### config.mk
export PLATFORM = sky130hd
export DESIGN_NAME = ecc_ham_acc
export DESIGN_NICKNAME = d
export VERILOG_FILES = /design/src/rtl/ecc_ham_pkg.sv /design/src/rtl/ecc_byte_lane.sv /design/src/rtl/ecc_blk_cnt.sv /design/src/rtl/ecc_ham_acc.sv
export SDC_FILE = /design/constraint.sdc
export NUM_CORES = 1
export LEC_CHECK = 0
export BUFFER_PORTS_ARGS = -buffer_cell sky130_fd_sc_hd__buf_2
export CAP_MARGIN = 10
export CORE_MARGIN = 2
export CORE_UTILIZATION = 55
export CTS_CLUSTER_SIZE = 14
export DETAILED_ROUTE_END_ITERATION = 10
export PLACE_DENSITY = 0.78
export SLEW_MARGIN = 5
export SYNTH_ARGS = -nofsm -noshare
export SYNTH_HDL_FRONTEND = slang
export SYNTH_SLANG_ARGS = --single-unit
export TNS_END_PERCENT = 20
### constraint.sdc
create_clock -name clk -period 1.28 [get_ports clk]
set_input_delay 0.128 -clock clk [delete_from_list [all_inputs] [get_ports clk]]
set_output_delay 0.128 -clock clk [all_outputs]
set_load 0.01 [all_outputs]
### src/rtl/ecc_ham_pkg.sv
package ecc_ham_pkg;
  localparam int BYTE_W   = 8;
  localparam int COL_BITS = 3;
  localparam int LANES    = 2;
  localparam int CODE_W   = 32;
  localparam int ODD_BASE = 16;
  localparam int MAX_PAR  = 12;
endpackage

### src/rtl/ecc_byte_lane.sv
module ecc_byte_lane
  import ecc_ham_pkg::*;
#(
  parameter int IDX_W = 9,
  localparam int NPAR = COL_BITS + IDX_W
) (
  input  logic [BYTE_W-1:0] byte_i,
  input  logic [IDX_W-1:0]  idx_i,
  input  logic              vld_i,
  output logic [NPAR-1:0]   even_o,
  output logic [NPAR-1:0]   odd_o
);
  logic row_par;

  always_comb begin
    even_o  = '0;
    odd_o   = '0;
    row_par = ^byte_i;
    for (int j = 0; j < COL_BITS; j++) begin
      for (int k = 0; k < BYTE_W; k++) begin
        if (k[j]) odd_o[j]  = odd_o[j]  ^ byte_i[k];
        else      even_o[j] = even_o[j] ^ byte_i[k];
      end
    end
    for (int j = 0; j < IDX_W; j++) begin
      odd_o[COL_BITS+j]  = row_par & idx_i[j];
      even_o[COL_BITS+j] = row_par & ~idx_i[j];
    end
    if (!vld_i) begin
      even_o = '0;
      odd_o  = '0;
    end
  end
endmodule

### src/rtl/ecc_blk_cnt.sv
module ecc_blk_cnt #(
  parameter int SIZE_W = 8,
  localparam int IDX_W = SIZE_W + 1,
  localparam int CNT_W = SIZE_W + 2
) (
  input  logic              clk,
  input  logic              rst_n,
  input  logic              clr,
  input  logic              acc,
  input  logic              wide,
  input  logic [SIZE_W-1:0] half_m1,
  output logic [IDX_W-1:0]  idx_o,
  output logic              done_o
);
  logic [CNT_W-1:0] cnt_q, cnt_d, total, step_sum;
  logic             done_q, done_d;

  always_comb begin
    total    = CNT_W'({half_m1, 1'b0}) + CNT_W'(2);
    step_sum = cnt_q + (wide ? CNT_W'(2) : CNT_W'(1));
    cnt_d    = cnt_q;
    done_d   = done_q;
    if (clr) begin
      cnt_d  = '0;
      done_d = 1'b0;
    end else if (acc) begin
      cnt_d  = step_sum;
      done_d = (step_sum >= total);
    end
  end

  always_ff @(posedge clk or negedge rst_n) begin
    if (!rst_n) begin
      cnt_q  <= '0;
      done_q <= 1'b0;
    end else if (clr || acc) begin
      cnt_q  <= cnt_d;
      done_q <= done_d;
    end
  end

  assign idx_o  = cnt_q[IDX_W-1:0];
  assign done_o = done_q;

  // once complete, position and flag hold until a clear
  a_r8_done_sticky: assert property (@(posedge clk) disable iff (!rst_n)
    done_q && !clr |=> done_q && (cnt_q == $past(cnt_q)));

  // clear empties the position counter and the flag
  a_r2_cnt_clear: assert property (@(posedge clk) disable iff (!rst_n)
    clr |=> (cnt_q == '0) && !done_q);
endmodule

### src/rtl/ecc_ham_acc.sv
module ecc_ham_acc
  import ecc_ham_pkg::*;
#(
  parameter int CS_W   = 3,
  parameter int SIZE_W = 8,
  localparam int IDX_W = SIZE_W + 1,
  localparam int NPAR  = COL_BITS + IDX_W
) (
  input  logic              clk,
  input  logic              rst_n,
  input  logic              cfg_en,
  input  logic [CS_W-1:0]   cfg_cs,
  input  logic              cfg_wide,
  input  logic [SIZE_W-1:0] cfg_half_m1,
  input  logic              clr,
  input  logic              bus_stb,
  input  logic [CS_W-1:0]   bus_cs,
  input  logic [15:0]       bus_data,
  output logic [31:0]       ecc_code,
  output logic              done
);
  logic rst_meta, rst_q;
  logic acc;
  logic [IDX_W-1:0] idx;
  logic [NPAR-1:0]  even_q, odd_q, even_d, odd_d;
  logic [NPAR-1:0]  lane_even [LANES];
  logic [NPAR-1:0]  lane_odd  [LANES];

  always_ff @(posedge clk or negedge rst_n) begin
    if (!rst_n) begin
      rst_meta <= 1'b0;
      rst_q    <= 1'b0;
    end else begin
      rst_meta <= 1'b1;
      rst_q    <= rst_meta;
    end
  end

  assign acc = cfg_en && bus_stb && (bus_cs == cfg_cs) && !done && !clr;

  ecc_blk_cnt #(.SIZE_W(SIZE_W)) u_cnt (
    .clk     (clk),
    .rst_n   (rst_q),
    .clr     (clr),
    .acc     (acc),
    .wide    (cfg_wide),
    .half_m1 (cfg_half_m1),
    .idx_o   (idx),
    .done_o  (done)
  );

  for (genvar g = 0; g < LANES; g++) begin : g_lane
    ecc_byte_lane #(.IDX_W(IDX_W)) u_lane (
      .byte_i (bus_data[g*BYTE_W +: BYTE_W]),
      .idx_i  (idx + IDX_W'(g)),
      .vld_i  (acc && ((g == 0) || cfg_wide)),
      .even_o (lane_even[g]),
      .odd_o  (lane_odd[g])
    );
  end

  always_comb begin
    even_d = even_q;
    odd_d  = odd_q;
    if (clr) begin
      even_d = '0;
      odd_d  = '0;
    end else if (acc) begin
      for (int l = 0; l < LANES; l++) begin
        even_d = even_d ^ lane_even[l];
        odd_d  = odd_d  ^ lane_odd[l];
      end
    end
  end

  always_ff @(posedge clk or negedge rst_q) begin
    if (!rst_q) begin
      even_q <= '0;
      odd_q  <= '0;
    end else if (clr || acc) begin
      even_q <= even_d;
      odd_q  <= odd_d;
    end
  end

  always_comb begin
    ecc_code = '0;
    ecc_code[NPAR-1:0]          = even_q;
    ecc_code[ODD_BASE +: NPAR]  = odd_q;
  end

  // strobes tagged for another chip select leave the code alone
  a_r7_foreign_cs: assert property (@(posedge clk) disable iff (!rst_q)
    bus_stb && (bus_cs != cfg_cs) && !clr |=> $stable(ecc_code));

  // a completed block is frozen
  a_r8_code_frozen: assert property (@(posedge clk) disable iff (!rst_q)
    done && !clr |=> $stable(ecc_code) && done);

  // clear wins over any strobe in the same cycle
  a_r2_clear_code: assert property (@(posedge clk) disable iff (!rst_q)
    clr |=> (ecc_code == '0) && !done);

  // disabled block ignores strobes
  a_r7_disabled: assert property (@(posedge clk) disable iff (!rst_q)
    !cfg_en && !clr |=> $stable(ecc_code));
endmodule

## Word-level counts from Yosys, hierarchy flattened

Index checks and enable logic that the tools add are counted.

- Memories: 0
- RAM bits: 0
- Logic and storage cells: 128
- Bits in registers: 37
- Bits of input ports: 36
- Memory bits (read-only): 0
- Output and inout bits: 33
- Latch bits: 0

- Shift operators: 0
- Add/sub/neg operators: 3
- Div/mod/pow operators: 0
- Mux-type cells: 13
- Bitwise gates (word level): 92
- Eq/ne operators: 1
- Magnitude comparators: 1
- Multiply operators: 0
- Reduce and logical (&&, ||, !) cells: 12

Operators with widths:

| cell | number |
|---|---|
| $mux 12 | 8 |
| $xor 12x12->12 | 4 |
| $and 1x1->1 | 36 |
| $xor 1x1->1 | 34 |
| $mux 10 | 2 |
| $not 1->1 | 18 |
| $reduce_xor 8->1 | 2 |
| $add 10x10->10 | 1 |
| $add 9x2->10 const B | 1 |
| $ge 10x10->1 | 1 |
| $add 9x1->9 const B | 1 |
| $logic_and 1x1->1 | 5 |
| $eq 3x3->1 | 1 |
| $logic_not 1->1 | 2 |
| $mux 1 | 2 |
| $mux 2 | 1 |
| $reduce_and 2->1 | 1 |
| $reduce_bool 2->1 | 1 |
| $logic_or 1x1->1 | 1 |

## Longest topological paths before layout

- Depth after elaboration: 9
- Mapped depth: 11
- Gate-level depth less buffers: 11

## By module

From an unflattened synthesis, not the netlist that was laid out.

- Cell total of the unflattened synthesis: 388
- Area total of the unflattened synthesis: 3304.4 µm²

Modules (own cells, without submodules):

| module | area an instance (µm²) | instances | cells each |
|---|---|---|---|
| ecc_ham_acc | 1550.2 | 1 | 166 |
| ecc_blk_cnt | 1066.0 | 1 | 118 |
| ecc_byte_lane | 344.1 | 2 | 52 |

## Least setup slack after synthesis

Ideal clock, no wire load.

- Path type: reg-to-reg
- From: register u_cnt.cnt_q[0]
- To: register u_cnt.done_q (netlist: u_cnt.done_o)
- Slack: -1.107 ns
- Stages on the path, launching flop included: 10
- Library setup time: 0.099 ns
- Arrival: 2.287 ns
- Path through: dfrtp_1 > ha_1 > fa_1 > xor2_1 > ha_1 > a21boi_0 > o21a_1 > o21ai_0 > a211o_1 > a311oi_1

- Longest elaborated chain between the ends: 4

RTL lines:

| what | line | source |
|---|---|---|
| start, declared | ecc_blk_cnt.sv:15 | `logic [CNT_W-1:0] cnt_q, cnt_d, total, step_sum;` |
| start signal, assigned | ecc_blk_cnt.sv:37 | `cnt_q <= cnt_d;` |
| $add 10x10->10 | ecc_blk_cnt.sv:20 | `step_sum = cnt_q + (wide ? CNT_W'(2) : CNT_W'(1));` |
| $ge 10x10->1 | ecc_blk_cnt.sv:28 | `done_d = (step_sum >= total);` |
| $mux 1 | ecc_blk_cnt.sv:26 | `end else if (acc) begin` |
| $mux 1 | ecc_blk_cnt.sv:23 | `if (clr) begin` |
| end signal, assigned | ecc_blk_cnt.sv:38 | `done_q <= done_d;` |
| end, declared | ecc_blk_cnt.sv:16 | `logic done_q, done_d;` |

Every way passes these cells. The select of a mux whose other input is x is not followed.
A chain may end at the register's enable or synchronous reset.

## Worst setup path in the final report

- From: register u_cnt.cnt_q[0]
- To: register odd_q[8]

- Longest elaborated chain between the ends: 6

RTL lines:

| what | line | source |
|---|---|---|
| $add 9x1->9 | ecc_ham_acc.sv:55 | `.idx_i (idx + IDX_W'(g)),` |
| $and 1x1->1 | ecc_byte_lane.sv:26 | `odd_o[COL_BITS+j] = row_par & idx_i[j];` |
| $mux 12 | ecc_byte_lane.sv:29 | `if (!vld_i) begin` |
| $xor 12x12->12 | ecc_ham_acc.sv:71 | `odd_d = odd_d ^ lane_odd[l];` |
| $mux 12 | ecc_ham_acc.sv:68 | `end else if (acc) begin` |
| $mux 12 | ecc_ham_acc.sv:65 | `if (clr) begin` |
| end signal, assigned | ecc_ham_acc.sv:79 | `odd_q <= '0;` |
| end signal, assigned | ecc_ham_acc.sv:82 | `odd_q <= odd_d;` |
| end, declared | ecc_ham_acc.sv:25 | `logic [NPAR-1:0] even_q, odd_q, even_d, odd_d;` |

Every way passes these cells. The select of a mux whose other input is x is not followed.

==> impl_metrics.prom <==
# TYPE chip_impl_metric gauge
chip_impl_info{name="crit_path_cell_trace",value="buf_4 > buf_8 > nand4_1 > buf_4 > or3_1 > a211oi_1 > buf_4 > a2111oi_0 > nor4_1 > o311ai_1"} 1
chip_impl_metric{name="number_of_global_route_vias_before_repair",unit=""} 4889
chip_impl_metric{name="core_area",unit="mm²"} 0.00729
chip_impl_metric{name="drv_slew",unit=""} 0
chip_impl_metric{name="pin_count_of_the_biggest_net_entering_global_routing",unit=""} 40
chip_impl_metric{name="die_h",unit="µm"} 91.2
chip_impl_metric{name="remaining_drc_errors",unit=""} 0
chip_impl_metric{name="ant_nets",unit=""} 0
chip_impl_metric{name="rr_worst_depth",unit=""} 10
chip_impl_metric{name="post_place_cells",unit=""} 739
chip_impl_metric{name="syn_inst",unit=""} 509
chip_impl_info{name="crit_family",value="simple AND/OR/NAND/NOR gates"} 1
chip_impl_info{name="outcome",value="finished, violations left"} 1
chip_impl_metric{name="dr_vias",unit=""} 5363
chip_impl_metric{name="wl",unit="µm"} 16900
chip_impl_metric{name="synth_enable_flop_cells",unit=""} 0
chip_impl_info{name="worstSetupEndpointType",value="register"} 1
chip_impl_metric{name="drt_pre_antenna_iters",unit=""} 7
chip_impl_metric{name="htree_num_levels",unit=""} 2
chip_impl_metric{name="die_w",unit="µm"} 91.2
chip_impl_metric{name="critPathArrivalTime",unit="ps"} 2770
chip_impl_info{name="critical_path_class",value="register to register"} 1
chip_impl_metric{name="relSlewSlack",unit="%"} 53.4
chip_impl_metric{name="std_cell_rows",unit=""} 31
chip_impl_metric{name="report.final.setup_viol",unit=""} 35
chip_impl_metric{name="post_drt_wl_per_cell",unit="µm"} 22.1
chip_impl_metric{name="async_flop_share",unit="%"} 100
chip_impl_metric{name="nets",unit=""} 714
chip_impl_info{name="mostFrequentLayoutCell",value="buf_4"} 1
chip_impl_metric{name="synth_seq_area_share",unit="%"} 22.1
chip_impl_info{name="cts_tree",value="done"} 1
chip_impl_metric{name="die_area",unit="mm²"} 0.00832
chip_impl_info{name="critical_path.startpoint_type",value="register"} 1
chip_impl_metric{name="yosys_warnings",unit=""} 0
chip_impl_metric{name="synth_cell_types",unit=""} 58
chip_impl_metric{name="critPathBufInv",unit=""} 4
chip_impl_metric{name="finalHoldViolations",unit=""} 0
chip_impl_metric{name="worst_path_setup_slack_after_routing",unit="ps"} -1290
chip_impl_metric{name="leakage",unit="nW"} 2.58
chip_impl_metric{name="transition_time_at_the_pin_with_the_least_slew_margin",unit="ps"} 681
chip_impl_metric{name="final_cycle_utilization_of_the_critical_path",unit="%"} 201
chip_impl_metric{name="synth-seq-cells",unit=""} 37
chip_impl_metric{name="worst_skew_pair.late_latency",unit="ps"} 330
chip_impl_info{name="timing.hold.worst.class",value="input port to asynchronous set/reset pin"} 1
chip_impl_metric{name="antenna_found_initial",unit=""} 0
chip_impl_metric{name="post_synth.cell_area_avg",unit="µm²"} 8.22
chip_impl_metric{name="floorplan.initialDensity",unit="%"} 57.4
chip_impl_metric{name="setup_total_negative_slack",unit="ps"} -25460
chip_impl_metric{name="critical_path_cell_count",unit=""} 10
chip_impl_metric{name="antennaDiodeCount",unit=""} 0
chip_impl_metric{name="placement.io_buffers",unit=""} 60
chip_impl_metric{name="clock_tree_buffer_depth",unit=""} 2
chip_impl_metric{name="grt_pass1_wl",unit="µm"} 23300
chip_impl_metric{name="cts-buffers-inserted",unit=""} 5
chip_impl_metric{name="postLayoutCoreUtil",unit="%"} 83.3
chip_impl_metric{name="syn_area",unit="mm²"} 0.00419
chip_impl_metric{name="drt_iter0_markers",unit=""} 890
chip_impl_info{name="clockRootBuffer",value="clkbuf_8"} 1
chip_impl_info{name="worst_path_most_repeated_cell",value="buf_4"} 1
chip_impl_metric{name="post-route-min-period",unit="ps"} 2570
chip_impl_info{name="grt_setup_unrepaired",value="true"} 1
chip_impl_metric{name="dpl.hpwl",unit="µm"} 9100
chip_impl_metric{name="achievable-frequency",unit="MHz"} 389
chip_impl_metric{name="stdcell_count",unit=""} 764
chip_impl_info{name="most-common-layout-cells",value="buf_4 (122), buf_2 (60), nor4_1 (40)"} 1
chip_impl_metric{name="max_cap_violations",unit=""} 0
chip_impl_metric{name="num_clock_sinks",unit=""} 37
chip_impl_metric{name="fin_worst_skew",unit="ps"} 10.3
chip_impl_metric{name="gr-usage-all-layers",unit="%"} 34.3
chip_impl_metric{name="clk_pin_slew_worst_paths",unit="ps"} 100
chip_impl_metric{name="p_per_area",unit="mW/mm²"} 904
chip_impl_metric{name="drive_above_1_share",unit="%"} 43.6
chip_impl_metric{name="largest_stage_delay_worst_path",unit="ps"} 400
chip_impl_info{name="yosys_most_used_dff",value="dfrtp_1"} 1
chip_impl_metric{name="pin_count",unit=""} 69
chip_impl_metric{name="vdd_drop_max",unit="V"} 0.000723
chip_impl_info{name="cpMaxStageDelayCell",value="dfrtp_2"} 1
chip_impl_metric{name="globalplace.congestion",unit=""} 0.923
chip_impl_info{name="violations",value="negative setup slack"} 1
chip_impl_metric{name="worstPathRequired",unit="ps"} 1470
chip_impl_metric{name="critical_path.max_fanout",unit=""} 6
chip_impl_metric{name="gr-total-overflow",unit=""} 0
chip_impl_metric{name="detail_route.vias_per_cell",unit=""} 7.02
chip_impl_metric{name="area_delta_synth_final",unit="%"} 45.1
final cells by class:
type                       instances  area [µm²]
multi-input combinational        399        3360
inverter                          23        86.3
fill                             408        1220
clock buffer                       5        68.8
tap                               99         124
clock inverter                     3        25.0
timing repair buffer             198        1480
sequential                        37         928
per-layer routing:
metal / routed length, µm / vias up / GRT usage [%]
met5: 0 / - / 0
met4: 1160 / 0 / 15.5
met3: 1560 / 144 / 5.15
met2: 7840 / 470 / 59.2
met1: 6310 / 2483 / 42.2
li1: - / 2266 / -
repair_timing:
action                                  in CTS  in global routing
pin swaps                                   17                 26
endpoints found under the setup margin      35                 35
buffers inserted                             2                 14
endpoints found under the hold margin        2                  0
hold buffers                                 1                  0
gates resized for setup                     58                 65
gates cloned                                 0                  0
final timing paths:
kind | slack, ps | start | endpoint
setup / recovery | -1290 | u_cnt.cnt_q[0] | odd_q[8]
hold / removal | 100 | rst_n | rst_q
hold reg to reg | 240 | rst_q | even_q[2]
min in group clk | 170 | clr | odd_q[0]
setup reg to reg | -1290 | u_cnt.cnt_q[0] | odd_q[8]
max in group asynchronous | 710 | rst_q | u_cnt.cnt_q[0]
logic make-up after synthesis:
family / synth area share [%]
simple gates: 27.5
compound gates: 20.1
flops: 22.1
fa+ha+maj: 4.36
buf+inv: 11.1
other cells: 0.179
xor+xnor: 13.9
mux: 0.718
synth_stat cells (13+ instances only):
cell | count | area (µm²)
dfrtp_1 | 37 | 926
and4_1 | 18 | 158
xnor2_1 | 34 | 298
and3_1 | 14 | 87.6
nor4_1 | 42 | 263
a211oi_1 | 20 | 150
o21ai_0 | 19 | 95.1
nor3_1 | 24 | 120
inv_1 | 22 | 82.6
ha_1 | 13 | 163
a2111oi_0 | 30 | 263
nor2_1 | 22 | 82.6
nand2_1 | 23 | 86.3
xor2_1 | 25 | 219
clkbuf_1 | 25 | 93.8
state kept, by name, indices dropped and copies added (netlist names):
signal / flops
rst_q: 1
rst_meta: 1
u_cnt.done_o: 1
odd_q: 12
u_cnt.cnt_q: 10
even_q: 12
worst register-to-register path: cells and delay by family (launching register included):
| kind | cells | cell delay [ps] |
|---|---|---|
| compound gates | 3 | 580 |
| buf+inv | 4 | 640 |
| flops | 1 | 400 |
| simple gates | 3 | 850 |
per-stage QoR:
| step | worst slack (ps) | power (mW) | instance area [µm²] | hold slack (ps) |
|---|---|---|---|---|
| 6_report | -1290 | 5.49 | 6070 | 96.5 |
| 5_1_grt | -1340 | 5.66 | 6070 | 112 |
| 4_1_cts | -1130 | 5.01 | 5680 | 113 |
| 3_5_place_dp | -1160 | 3.99 | 5310 | -82.9 |
| 3_3_place_gp | -1100 | 3.88 | 5310 | -87.8 |
| 2_1_floorplan | -1050 | 2.83 | 4290 | -168 |
power breakdown:
part	switching [mW]	total [mW]	internal (mW)
clock network	0.592	0.991	0.399
logic	1.76	3.07	1.31
registers	0.120	1.43	1.31
total	2.48	5.49	3.01
Power figures use the tool's default switching activity.
